**src/rtl/wwd_pkg.sv**
```systemverilog
package wwd_pkg;

  typedef enum logic [1:0] {
    FLT_NONE = 2'b00,
    FLT_FAST = 2'b01,
    FLT_SLOW = 2'b10
  } fault_code_e;

  typedef enum logic [1:0] {
    ST_HOLD  = 2'd0,
    ST_FIRST = 2'd1,
    ST_RUN   = 2'd2,
    ST_TRIP  = 2'd3
  } wd_state_e;

  localparam int unsigned NUM_WINDOWS = 8;
  localparam longint unsigned SLOW_MAX_TENTHS = 64'd600000;

  // lower window limit in tenths of a millisecond
  function automatic longint unsigned fast_tenths(input int sel);
    case (sel)
      0:       return 64'd15;
      5:       return 64'd240;
      6:       return 64'd410;
      7:       return 64'd7680;
      default: return 64'd150;
    endcase
  endfunction

  // upper window limit in tenths of a millisecond
  function automatic longint unsigned slow_tenths(input int sel);
    case (sel)
      0:       return 64'd100;
      1:       return 64'd1000;
      2:       return 64'd3000;
      3:       return 64'd100000;
      4:       return SLOW_MAX_TENTHS;
      5:       return 64'd440;
      6:       return 64'd760;
      default: return 64'd12400;
    endcase
  endfunction

endpackage

```
**src/rtl/wwd_edge_sync.sv**
```systemverilog
module wwd_edge_sync #(
  parameter int unsigned STAGES = 2
) (
  input  logic clk,
  input  logic rst_n,
  input  logic din,
  output logic fall_o
);

  localparam int unsigned PW = STAGES + 1;

  // pipe_q[STAGES-1] is the synchronized level, pipe_q[STAGES] its previous value
  logic [PW-1:0] pipe_q;
  logic [PW-1:0] pipe_d;

  always_comb begin
    pipe_d = {pipe_q[PW-2:0], din};
  end

  always_ff @(posedge clk or negedge rst_n) begin
    if (!rst_n) pipe_q <= '1;
    else        pipe_q <= pipe_d;
  end

  assign fall_o = pipe_q[STAGES] & ~pipe_q[STAGES-1];

endmodule

```
**src/rtl/wwd_window_timer.sv**
```systemverilog
module wwd_window_timer #(
  parameter int unsigned CW = 16
) (
  input  logic          clk,
  input  logic          rst_n,
  input  logic          clr_i,
  input  logic [CW-1:0] lim_m1_i,
  output logic [CW-1:0] cnt_o
);

  logic [CW-1:0] cnt_q;
  logic [CW-1:0] cnt_d;
  logic          cnt_en;

  always_comb begin
    cnt_en = clr_i || (cnt_q < lim_m1_i);
    if (clr_i) cnt_d = '0;
    else       cnt_d = cnt_q + 1'b1;
  end

  always_ff @(posedge clk or negedge rst_n) begin
    if (!rst_n)      cnt_q <= '0;
    else if (cnt_en) cnt_q <= cnt_d;
  end

  assign cnt_o = cnt_q;

  // once the limit is reached the count stays put until cleared
  a_r10_no_wrap: assert property (@(posedge clk) disable iff (!rst_n)
    (!clr_i && (cnt_q >= lim_m1_i) && $stable(lim_m1_i)) |=> (cnt_q == $past(cnt_q)));

endmodule

```
**src/rtl/wwd_judge.sv**
```systemverilog
module wwd_judge
  import wwd_pkg::*;
#(
  parameter int unsigned CW = 16
) (
  input  logic          clk,
  input  logic          rst_n,
  input  logic          sup_rst_i,
  input  logic          fall_i,
  input  logic [CW-1:0] cnt_i,
  input  logic [CW-1:0] fast_m1_i,
  input  logic [CW-1:0] slow_m1_i,
  output logic          clr_o,
  output logic [1:0]    code_o
);

  wd_state_e   st_q, st_d;
  fault_code_e code_q, code_d;
  logic        late;

  assign late = (cnt_i >= slow_m1_i);

  always_comb begin
    st_d   = st_q;
    code_d = FLT_NONE;
    if (sup_rst_i) begin
      st_d = ST_HOLD;
    end else begin
      unique case (st_q)
        ST_HOLD:  st_d = ST_FIRST;
        ST_FIRST: begin
          if (late) begin
            st_d   = ST_TRIP;
            code_d = FLT_SLOW;
          end else if (fall_i) begin
            st_d = ST_RUN;
          end
        end
        ST_RUN: begin
          if (late) begin
            st_d   = ST_TRIP;
            code_d = FLT_SLOW;
          end else if (fall_i && (cnt_i < fast_m1_i)) begin
            st_d   = ST_TRIP;
            code_d = FLT_FAST;
          end
        end
        default:  st_d = ST_TRIP;
      endcase
    end
  end

  always_ff @(posedge clk or negedge rst_n) begin
    if (!rst_n) begin
      st_q   <= ST_HOLD;
      code_q <= FLT_NONE;
    end else begin
      st_q   <= st_d;
      code_q <= code_d;
    end
  end

  assign clr_o  = sup_rst_i || fall_i || (st_q == ST_HOLD) || (st_q == ST_TRIP);
  assign code_o = code_q;

  a_r8_code_onehot: assert property (@(posedge clk) disable iff (!rst_n)
    $onehot0(code_o));

  a_r8_single_pulse: assert property (@(posedge clk) disable iff (!rst_n)
    (code_o != 2'b00) |=> (code_o == 2'b00));

  a_r6_quiet_in_reset: assert property (@(posedge clk) disable iff (!rst_n)
    sup_rst_i |=> (code_o == 2'b00));

  a_r3_fast_after_edge: assert property (@(posedge clk) disable iff (!rst_n)
    (code_o == 2'b01) |-> $past(fall_i));

  a_r7_first_not_fast: assert property (@(posedge clk) disable iff (!rst_n)
    (st_q == ST_FIRST && fall_i) |=> (code_o != 2'b01));

  a_r5_slow_at_limit: assert property (@(posedge clk) disable iff (!rst_n)
    (code_o == 2'b10) |-> $past(cnt_i >= slow_m1_i));

endmodule

```
**src/rtl/wwd_fault_detect.sv**
```systemverilog
module wwd_fault_detect
  import wwd_pkg::*;
#(
  parameter int unsigned TICKS_PER_TENTH_MS = 25000,
  parameter int unsigned SYNC_STAGES        = 2
) (
  input  logic       clk,
  input  logic       rst_n,
  input  logic       sup_rst,
  input  logic       svc_in,
  input  logic [2:0] win_sel,
  output logic       fault_pulse,
  output logic [1:0] fault_code
);

  localparam longint unsigned MAX_TICKS = SLOW_MAX_TENTHS * TICKS_PER_TENTH_MS;
  localparam int unsigned     CW        = $clog2(MAX_TICKS + 1);

  logic [CW-1:0] fast_tab [NUM_WINDOWS];
  logic [CW-1:0] slow_tab [NUM_WINDOWS];

  for (genvar g = 0; g < NUM_WINDOWS; g++) begin : g_win
    assign fast_tab[g] = CW'(fast_tenths(g) * TICKS_PER_TENTH_MS - 64'd1);
    assign slow_tab[g] = CW'(slow_tenths(g) * TICKS_PER_TENTH_MS - 64'd1);
  end

  logic          fall;
  logic          clr;
  logic [CW-1:0] cnt;
  logic [CW-1:0] fast_m1;
  logic [CW-1:0] slow_m1;

  assign fast_m1 = fast_tab[win_sel];
  assign slow_m1 = slow_tab[win_sel];

  wwd_edge_sync #(.STAGES(SYNC_STAGES)) u_sync (
    .clk    (clk),
    .rst_n  (rst_n),
    .din    (svc_in),
    .fall_o (fall)
  );

  wwd_window_timer #(.CW(CW)) u_timer (
    .clk      (clk),
    .rst_n    (rst_n),
    .clr_i    (clr),
    .lim_m1_i (slow_m1),
    .cnt_o    (cnt)
  );

  wwd_judge #(.CW(CW)) u_judge (
    .clk       (clk),
    .rst_n     (rst_n),
    .sup_rst_i (sup_rst),
    .fall_i    (fall),
    .cnt_i     (cnt),
    .fast_m1_i (fast_m1),
    .slow_m1_i (slow_m1),
    .clr_o     (clr),
    .code_o    (fault_code)
  );

  assign fault_pulse = |fault_code;

  a_r6_timer_held: assert property (@(posedge clk) disable iff (!rst_n)
    sup_rst |=> (cnt == '0));

  a_r10_bounded: assert property (@(posedge clk) disable iff (!rst_n)
    $stable(win_sel) |=> (cnt <= slow_m1));

endmodule

```
**config.mk**
```make
export PLATFORM = sky130hd
export DESIGN_NAME = wwd_fault_detect
export DESIGN_NICKNAME = d
export VERILOG_FILES = /design/src/rtl/wwd_pkg.sv /design/src/rtl/wwd_edge_sync.sv /design/src/rtl/wwd_window_timer.sv /design/src/rtl/wwd_judge.sv /design/src/rtl/wwd_fault_detect.sv
export SDC_FILE = /design/constraint.sdc
export NUM_CORES = 1
export LEC_CHECK = 0
export ABC_AREA = 1
export BUFFER_PORTS_ARGS = -buffer_cell sky130_fd_sc_hd__buf_4
export CAP_MARGIN = 20
export CORE_MARGIN = 4
export CORE_UTILIZATION = 45
export DETAILED_ROUTE_END_ITERATION = 8
export PLACE_DENSITY_LB_ADDON = 0.3
export SKIP_CTS_REPAIR_TIMING = 1
export SLEW_MARGIN = 15
export SYNTH_ARGS = -nofsm -noshare
export SYNTH_HDL_FRONTEND = slang
export SYNTH_HIERARCHICAL = 1
export SYNTH_SLANG_ARGS = --single-unit
```
**constraint.sdc**
```tcl
create_clock -name clk -period 3 [get_ports clk]
set_input_delay 0.15 -clock clk [delete_from_list [all_inputs] [get_ports clk]]
set_output_delay 0.15 -clock clk [all_outputs]
set_load 0.03 [all_outputs]
```
=== Word-level counts from Yosys, hierarchy flattened ===
Memory sizes are Yosys's and may differ from the RTL's.
Index checks and enable logic that the tools add are counted.
Widths: inputs -> output; s select.

* Bits in registers: 41
* Memory bits (read-only): 544
* Input port bits: 7
* Output and inout bits: 3
* Logic and storage cells: 43
* Memories kept: 2

* Add/sub/neg operators: 1
* $lt $le $gt $ge: 4
* Equality and inequality tests: 5
* Muxes and demuxes: 16
* Bitwise operators: 3
* Reductions and logical operators: 8

{| class="wikitable"
|+ Memories
! memory !! depth !! width !! rd ports !! clocked after memory_dff !! wr ports !! line !! source
|-
| (no name shown) || 8 || 34 || 1 || 0 || 0 || wwd_fault_detect.sv:34 || <nowiki>assign slow_m1 = slow_tab[win_sel];</nowiki>
|-
| (no name shown) || 8 || 34 || 1 || 0 || 0 || wwd_fault_detect.sv:33 || <nowiki>assign fast_m1 = fast_tab[win_sel];</nowiki>
|}

{| class="wikitable"
|+ Operator list
! cell !! number
|-
| $mux 34 || 5
|-
| $lt 34x34->1 || 2
|-
| $add 34x1->34 const B || 1
|-
| $ge 34x34->1 || 1
|-
| $mux 2 || 8
|-
| $ne 4x2->1 const B || 2
|-
| $pmux 2 s3 || 1
|-
| $eq 2x2->1 const B || 2
|-
| $ge 4x4->1 const B || 1
|-
| $logic_or 1x1->1 || 4
|-
| $not 3->4 || 1
|-
| $pmux 2 s2 || 1
|-
| $eq 2x1->1 const B || 1
|-
| $logic_not 2->1 || 1
|-
| $reduce_and 2->1 || 1
|-
| $reduce_or 2->1 || 1
|-
| $and 1x1->1 || 1
|-
| $logic_and 1x1->1 || 1
|-
| $mux 1 || 1
|-
| $not 1->1 || 1
|}

=== Longest topological paths before layout ===
Gate-level depths: netlist (run 1).

* Depth after elaboration: 10
* Gate-level depth with buffers: 22
* Gate-level depth less buffers: 22

=== Hierarchy ===
Netlist (run 1), hierarchy kept.

{| class="wikitable"
|+ Modules (own cells, without submodules)
! module !! times used !! cells each !! area an instance (sq um) !! sequential area each (sq um)
|-
| wwd_window_timer || 1 || 522 || 3,603.5 || 850.8
|-
| wwd_judge || 1 || 368 || 2,208.4 || 100.1
|-
| wwd_fault_detect || 1 || 77 || 407.9 || 0.0
|-
| wwd_edge_sync || 1 || 5 || 88.8 || 78.8
|}

=== Worst setup path after synthesis (run 1) ===
OpenSTA, ideal clock, no wires.

* Kind: input -> register
* From: input port win_sel[0]
* To: register u_timer.cnt_q[24], in the netlist u_timer/cnt_o[24]
* Library setup time: 0.117 ns
* Data arrival time: 2.080 ns
* Required time: 2.883 ns
* Setup slack: 0.803 ns
* Cell stages on the path: 15
* Buffers on the path: 1
* Cells stage by stage: inv_1 ha_1 nand2_4 inv_1 inv_1 ha_1 a21oi_1 o21ai_0 nor2_1 nand2_2 nor2_8 nand2_8 buf_12 nand3_2 nand2_1

* Longest elaborated chain between the ends: 6

{| class="wikitable"
|+ Ends and longest elaborated chain
! item !! line !! source
|-
| from (decl) || wwd_fault_detect.sv:11 || <nowiki>input logic [2:0] win_sel,</nowiki>
|-
| $not 3->4 (not written as such) || wwd_fault_detect.sv:34 ||
|-
| $mem_v2 8x34 || - ||
|-
| $mux 34 (not written as such) (2 in a row) || wwd_fault_detect.sv:34 ||
|-
| named net slow_m1[27] || wwd_fault_detect.sv:31 || <nowiki>logic [CW-1:0] slow_m1;</nowiki>
|-
| $lt 34x34->1 || wwd_window_timer.sv:16 || <nowiki>cnt_en = clr_i || (cnt_q < lim_m1_i);</nowiki>
|-
| $logic_or 1x1->1 || wwd_window_timer.sv:16 ||
|-
| to (signal assigned) || wwd_window_timer.sv:23 || <nowiki>else if (cnt_en) cnt_q <= cnt_d;</nowiki>
|-
| to (decl) || wwd_window_timer.sv:11 || <nowiki>logic [CW-1:0] cnt_q;</nowiki>
|}

The timed path passes the listed nets, and every way through them passes these cells. The select of a mux whose other input is x is not followed.
A chain may end at the register's enable or synchronous reset.

=== Worst setup path after layout (run 1) ===
* From: input port win_sel[1]
* To: register u_timer.cnt_q[33], in the netlist u_timer/cnt_o[33]

Same word-level chain as after synthesis.

==> run_results.csv, run 1 <==
group,metric,value,unit
critical_path,crit_fanout,18,
grt,grt.busiest_layer,"met2",
yosys,syn_area,6310,um^2
final_layout,fin_area,6910,um^2
final_layout,nets,1138,
placement,dp_hpwl,13300,um
hold_path,min-delay-start,"sup_rst",
critical_path,r2r_slack,0.58,ns
route,viasPerCell,4.89,
final_layout,fin_cells,1199,
yosys,syn_inst,972,
die,initial_core_util,45.6,%
placement,place_area,6720,um^2
critical_path,reg2reg_depth,12,
status,outcome,"complete, no violations",
grt,grt_first_pass_wirelength,26600,um
sta,min_period,2.72,ns
sta,slew_violations,0,
critical_path,cpLargestDelayFamily,"simple AND/OR/NAND/NOR gates",
route,via_count,5869,
clocking,cts.clk_slew.worst_paths,0.06,ns
critical_path,end_kind,"flop",
clocking,root_buffer,"clkbuf_16",
final_layout,drive_gt1_share,12.0,%
sta,slew_headroom,63.0,%
grt,grt_remaining_overflow,0,
final_layout,diodes,0,
critical_path,cp.depth,19,
clocking,cts_buffer_depth,2,
final_layout,n_fill_cell,1439,
yosys,yosys.area.top_type,"ha_1",
grt,grtUsageMet2,34.5,%
critical_path,path_cells,"buf_4 -> inv_1 -> ha_1 -> inv_1 -> nand2_1 -> nand2_1 -> inv_1 -> ha_1 -> nand2_1 -> inv_1 -> nand3_1 -> nor2_2 -> nand2_1 -> nand2_2 -> nor2_8 -> nand2_8 -> buf_4 -> nand3_1 -> nand2_1",
grt,grt_use_total,20.5,%
critical_path,crit_buf_inv,6,
job,maxCapViolations,0,
yosys,yosys_warnings,6,
sta,holdWs,0.0739,ns
route,ant_nets,0,
grt,antenna_found_initial,0,
sta,worst_slew_pin_slew,0.555,ns
critical_path,slowest_stage,"nor2_8",
yosys,syn-mean-instance-area,6.49,um^2
sta,finalCritPeriodShare,90.6,%
route,drtIter0Drc,447,
sta,setup_tns,0,ns
route,wire_per_inst,13.8,um
yosys,synthDistinctLibCells,42,
placement,place.gp.congestion,0.913,
critical_path,arrival,2.90,ns
route,routed_wl,16500,um
critical_path,worstReg2RegStart,"u_timer/cnt_o[13]",
die,dieArea,16000,um^2
hold_path,hold_class,"in2reg",
pwr,powerDensity,253,nW/um^2
grt,grt_pass1_vias,5340,
placement,dp_cells,1188,
placement,place_ws,-0.0707,ns
critical_path,cp.required,3.18,ns
yosys,synth_area_leaders,"ha_1 (22%), nand2_1 (18%), dfrtp_1 (15%)",
hold_path,hold_end,"u_judge/code_o[0]",
yosys,synth-seq-area-share,16.3,%
yosys,ys_ff_latch,41,
pwr,ir_drop,0.000214,V
yosys,synth_edf_count,0,
clocking,clkLatencyLatePin,0.29,ns
die,rows,43,
critical_path,timing.rr.end,"u_timer/cnt_o[33]",
grt,grt_max_degree,42,
die,ios,10,
die,core,13800,um^2
clocking,cts.sinks,41,
sta,final.setup.worst_slack,0.282,ns
route,drt_first_pass_iters,5,
die,die_height,126,um
yosys,synthFlopType,"dfrtp_1",
critical_path,crit_top_cell,"nand2_1",
final_layout,syn2layout_area_growth,9.56,%
grt,grt_use_met1,27.7,%
yosys,synthTopCellsByCount,"nand2_1 (305), inv_1 (192), ha_1 (113)",
hold_path,hold_path_depth,2,
critical_path,slowest_delay,0.31,ns
clocking,cts_tree,"yes",
sta,hold_violations,0,
sta,skew,0.00739,ns
sta,rsz0062_at_grt,"false",
clocking,htreeDepth,2,
yosys,synth-async-reset-ratio,100,%
final_layout,multi_input_area,4450,um^2
sta,setup_violations,0,
final_layout,register_area,1030,um^2
critical_path,start_kind,"primary input",
yosys,synthMostInstantiatedCell,"nand2_1",
route,drc,0,
pwr,p_leak,4.14,nW
grt,grt_use_met3,2.11,%
critical_path,path_class,"in2reg",
yosys,synth_top_area_share,22.4,%
placement,io_buffers,9,
sta,fmax,368,MHz
clocking,cts_made_buffers,5,
die,die_w,126,um
## how the worst max path moves through the flow
stage | to | startpoint | slack [ns]
detailed placement | u_timer/cnt_o[33] | win_sel[1] | -0.07
global placement | u_timer/cnt_o[33] | win_sel[1] | -0.0007
floorplan | u_timer/cnt_o[24] | win_sel[0] | 0.80
CTS | u_timer/cnt_o[33] | win_sel[1] | 0.22
finish | u_timer/cnt_o[33] | win_sel[1] | 0.28
global route | u_timer/cnt_o[33] | win_sel[1] | 0.1
## area by class of cell
cell class | count | share of cell area, %
well taps | 180 | 3.26
inverters | 198 | 10.8
clock inverters | 1 | 0.0724
repair buffers | 38 | 4.38
flip-flops and latches | 41 | 14.9
clock buffers | 7 | 2.21
multi-input cells | 734 | 64.4
## metal layers
layer	vias up	share of wire (%)	wire, um
met5	-	0	0
met4	0	3.0	495
met3	31	4.0	664
met2	146	46	7590
met1	2593	47	7740
li1	3099	-	-
## cells in the final DEF, fill, tap and decap left out, types with 5 or more instances in the layout
master / count
a21o_1: 8
xnor2_1: 5
buf_4: 35
nand2_1: 305
conb_1: 20
ha_1: 113
nor2_1: 81
o21ai_0: 6
inv_1: 191
dfrtp_1: 38
a21oi_1: 34
nand3_2: 32
nor2_2: 16
clkbuf_16: 5
nand2_2: 9
nand4_1: 35
nand3_1: 30
inv_2: 5
xor2_1: 14
## power breakdown
group,internal [W],leakage (nW),switching [W],total [W]
sequential,0.000577,0.559,0.0000285,0.000606
clock,0.000352,0.0799,0.000225,0.000577
combinational,0.000178,3.50,0.000384,0.000562
total,0.00111,4.14,0.000637,0.00175
## kinds of logic after synthesis
family	after synthesis	synth area share, %
AOI/OAI and AO/OA	53	4.74
xor gates and xnor gates	19	2.64
adders and majority gates	113	22.4
buffers and inverters	216	14.4
DFF	41	16.3
other	2	0.119
and+or+nand+nor	528	39.4
## worst reg2reg max path, stage by stage, from the launching register on
cell and delay (ns):
dfrtp_1 0.52, ha_1 0.37, nand2_1 0.05, inv_1 0.07
nand3_1 0.07, nor2_1 0.16, nand3_1 0.20, nor2_4 0.26
nor2_8 0.11, nand2_8 0.18, buf_4 0.21, nand3_1 0.08
nand2_1 0.08
## state kept, by name (all words and copies together) (netlist names)
name and flops:
u_sync/pipe_q 3, u_timer/cnt_o 34, u_judge/st_q 2, u_judge/code_o 2
## stage by stage
step / total power [W] / util, %
finish: 0.00175 / 50.0
global route: 0.00186 / 50.0
CTS: 0.00175 / 49.7
detailed placement: 0.00117 / 48.6
global placement: 0.00116 / 48.6
floorplan: 0.00104 / -
No activity file was read; power rests on OpenSTA's default activity.
==> inputs of run 2 (changes only) <==
Settings changed: ABC_AREA 1 to 0, CORE_ASPECT_RATIO from default to 2, CORE_UTILIZATION 45 to 70.
==> run 2 against run 1 <==
The run now ends with design-rule violations left. Utilization is 33 points higher. Synthesized cell count is 32% lower. Sequential power is 3% lower. Sequential share of layout area grew 2.2 points. Combinational power decreased by 29%. Register-to-register slack worse by 0.45 ns. Non-clock buffer count rose by 24. Wire length fell by 3.5%. Power fell by 7.9%. Highest routed layer unchanged. Via count decreased by 8.7%.
==> run_results.csv, run 2 <==
group,metric,value,unit
clocking,clkLatencyLatePin,0.29,ns
yosys,yosys_warnings,6,
route,via_count,5357,
yosys,synth-seq-area-share,19.8,%
yosys,synth-async-reset-ratio,100,%
die,dieArea,8950,um^2
critical_path,crit_fanout,39,
sta,skew,0.00889,ns
grt,grt_remaining_overflow,0,
sta,slew_violations,0,
yosys,syn_inst,665,
placement,dp_hpwl,12200,um
clocking,htreeDepth,2,
die,ios,10,
critical_path,end_kind,"flop",
die,die_height,130,um
final_layout,diodes,0,
die,initial_core_util,71.5,%
route,wire_per_inst,19.2,um
critical_path,arrival,3.14,ns
yosys,syn-mean-instance-area,7.81,um^2
pwr,p_leak,3.20,nW
yosys,synthMostInstantiatedCell,"inv_1",
yosys,yosys.area.top_type,"ha_1",
final_layout,largest_register_ffs,34,
die,die_w,68.9,um
yosys,synthFlopType,"dfrtp_1",
status,outcome,"finished, violations left",
grt,grt_first_pass_wirelength,24700,um
grt,grt_use_total,36.9,%
clocking,cts_tree,"yes",
yosys,synth_top_area_share,27.2,%
final_layout,layout_commonest_cell,"inv_1",
grt,grt_max_degree,42,
sta,setup_tns,0,ns
yosys,synthTopCellsByCount,"inv_1 (125), ha_1 (113), a21oi_1 (77)",
placement,io_buffers,9,
critical_path,cp.required,3.19,ns
route,ant_nets,0,
grt,grt_pass1_vias,5395,
final_layout,syn2layout_area_growth,15.8,%
critical_path,start_kind,"primary input",
route,drc,1,
pwr,powerDensity,267,nW/um^2
yosys,synth_area_leaders,"ha_1 (27%), dfrtp_1 (18%), inv_1 (9.0%)",
route,drtIter0Drc,413,
clocking,cts_made_buffers,5,
yosys,synthDistinctLibCells,63,
yosys,synth_edf_count,0,
final_layout,drive_gt1_share,13.8,%
die,rows,44,
grt,antenna_found_initial,0,
critical_path,path_class,"in2reg",
clocking,cts.sinks,41,
status,violations,"design-rule violations",
final_layout,nets,857,
pwr,ir_drop,0.000536,V
sta,worst_slew_pin_slew,0.547,ns
final_layout,final_cell_mix,"inv_1 (123), ha_1 (112), a21oi_1 (76)",
hold_path,hold_class,"in2reg",
yosys,ys_ff_latch,41,
clocking,cts.clk_slew.worst_paths,0.07,ns
sta,setup_violations,0,
clocking,root_buffer,"clkbuf_16",
final_layout,n_fill_cell,491,
yosys,syn_area,5190,um^2
job,maxCapViolations,0,
sta,fmax,340,MHz
route,drt_first_pass_iters,9,
sta,holdWs,0.0468,ns
sta,min_period,2.94,ns
die,core,7270,um^2
route,routed_wl,15900,um
route,viasPerCell,6.45,
sta,hold_violations,0,
sta,finalCritPeriodShare,98.1,%
clocking,cts_buffer_depth,2,
final_layout,utilization,82.8,%
placement,place.gp.congestion,0.979,
sta,slew_headroom,63.5,%
## run 2: area by class of cell
cell class / instances / area (um^2) / area share [%]
Multi-Input combinational cell: 501 / 3750 / 62.3
Tap cell: 92 / 115 / 1.91
Sequential cell: 41 / 1030 / 17.1
Inverter: 126 / 473 / 7.86
Timing Repair Buffer: 62 / 483 / 8.03
Clock inverter: 2 / 38.8 / 0.645
Clock buffer: 6 / 129 / 2.14
## run 2: final timing paths
check / startpoint / to / slack [ns] / cells past startpoint
worst min-delay path: sup_rst / u_judge/st_q[1] / 0.05 / 2
worst min register to register: u_sync/pipe_q[0] / u_sync/pipe_q[1] / 0.36 / 0
max in group asynchronous: rst_n / u_timer/cnt_o[24] / 2.22 / 2
min in group asynchronous: rst_n / u_judge/code_o[1] / 0.37 / 2
worst max-delay path: win_sel[1] / u_timer/cnt_o[13] / 0.06 / 14
worst max register to register: u_timer/cnt_o[30] / u_timer/cnt_o[13] / 0.13 / 9
## run 2: where the power goes
group | total, W | internal [W] | switching, W | leakage [nW]
logic | 0.000400 | 0.000155 | 0.000244 | 2.56
clock network | 0.000622 | 0.000395 | 0.000227 | 0.0810
registers | 0.000587 | 0.000567 | 0.0000200 | 0.559
total | 0.00161 | 0.00112 | 0.000492 | 3.20
## run 2: worst max-delay path, stage by stage
cell and delay [ns]:
buf_4 0.10, buf_4 0.10, ha_1 0.19, nor2b_4 0.22
inv_1 0.06, ha_1 0.32, nand4_1 0.22, inv_1 0.08
a221oi_1 0.33, nand4_1 0.21, a21o_1 0.25, buf_12 0.17
or4_1 0.52, a21oi_1 0.19
## run 2: layer usage
| layer | track usage [%] | share of wire, % |
|---|---|---|
| met1 | 32.8 | 32 |
| met2 | 65.1 | 52 |
| met3 | 7.32 | 6.1 |
| met4 | 34.1 | 10 |
| met5 | 0 | 0 |
## run 2: kinds of logic after synthesis
| logic type | count (synthesis) | synth area share, % |
|---|---|---|
| compound gates | 167 | 20.4 |
| mux | 1 | 0.193 |
| flops | 41 | 19.8 |
| simple gates | 195 | 21.1 |
| xor+xnor | 4 | 0.674 |
| other cells | 2 | 0.145 |
| buf+inv | 142 | 10.4 |
| fa+ha+maj | 113 | 27.2 |
## run 2: stage by stage
stage               setup slack (ns)  instances  total power (W)  area, um^2
floorplan                     0.0298        683         0.000840        5270
global placement             -0.0146        819         0.000949        5780
detailed placement            -0.156        819         0.000973        5780
CTS                           0.0650        827          0.00159        5950
global route                 -0.0526        830          0.00169        6020
finish                        0.0557        830          0.00161        6020
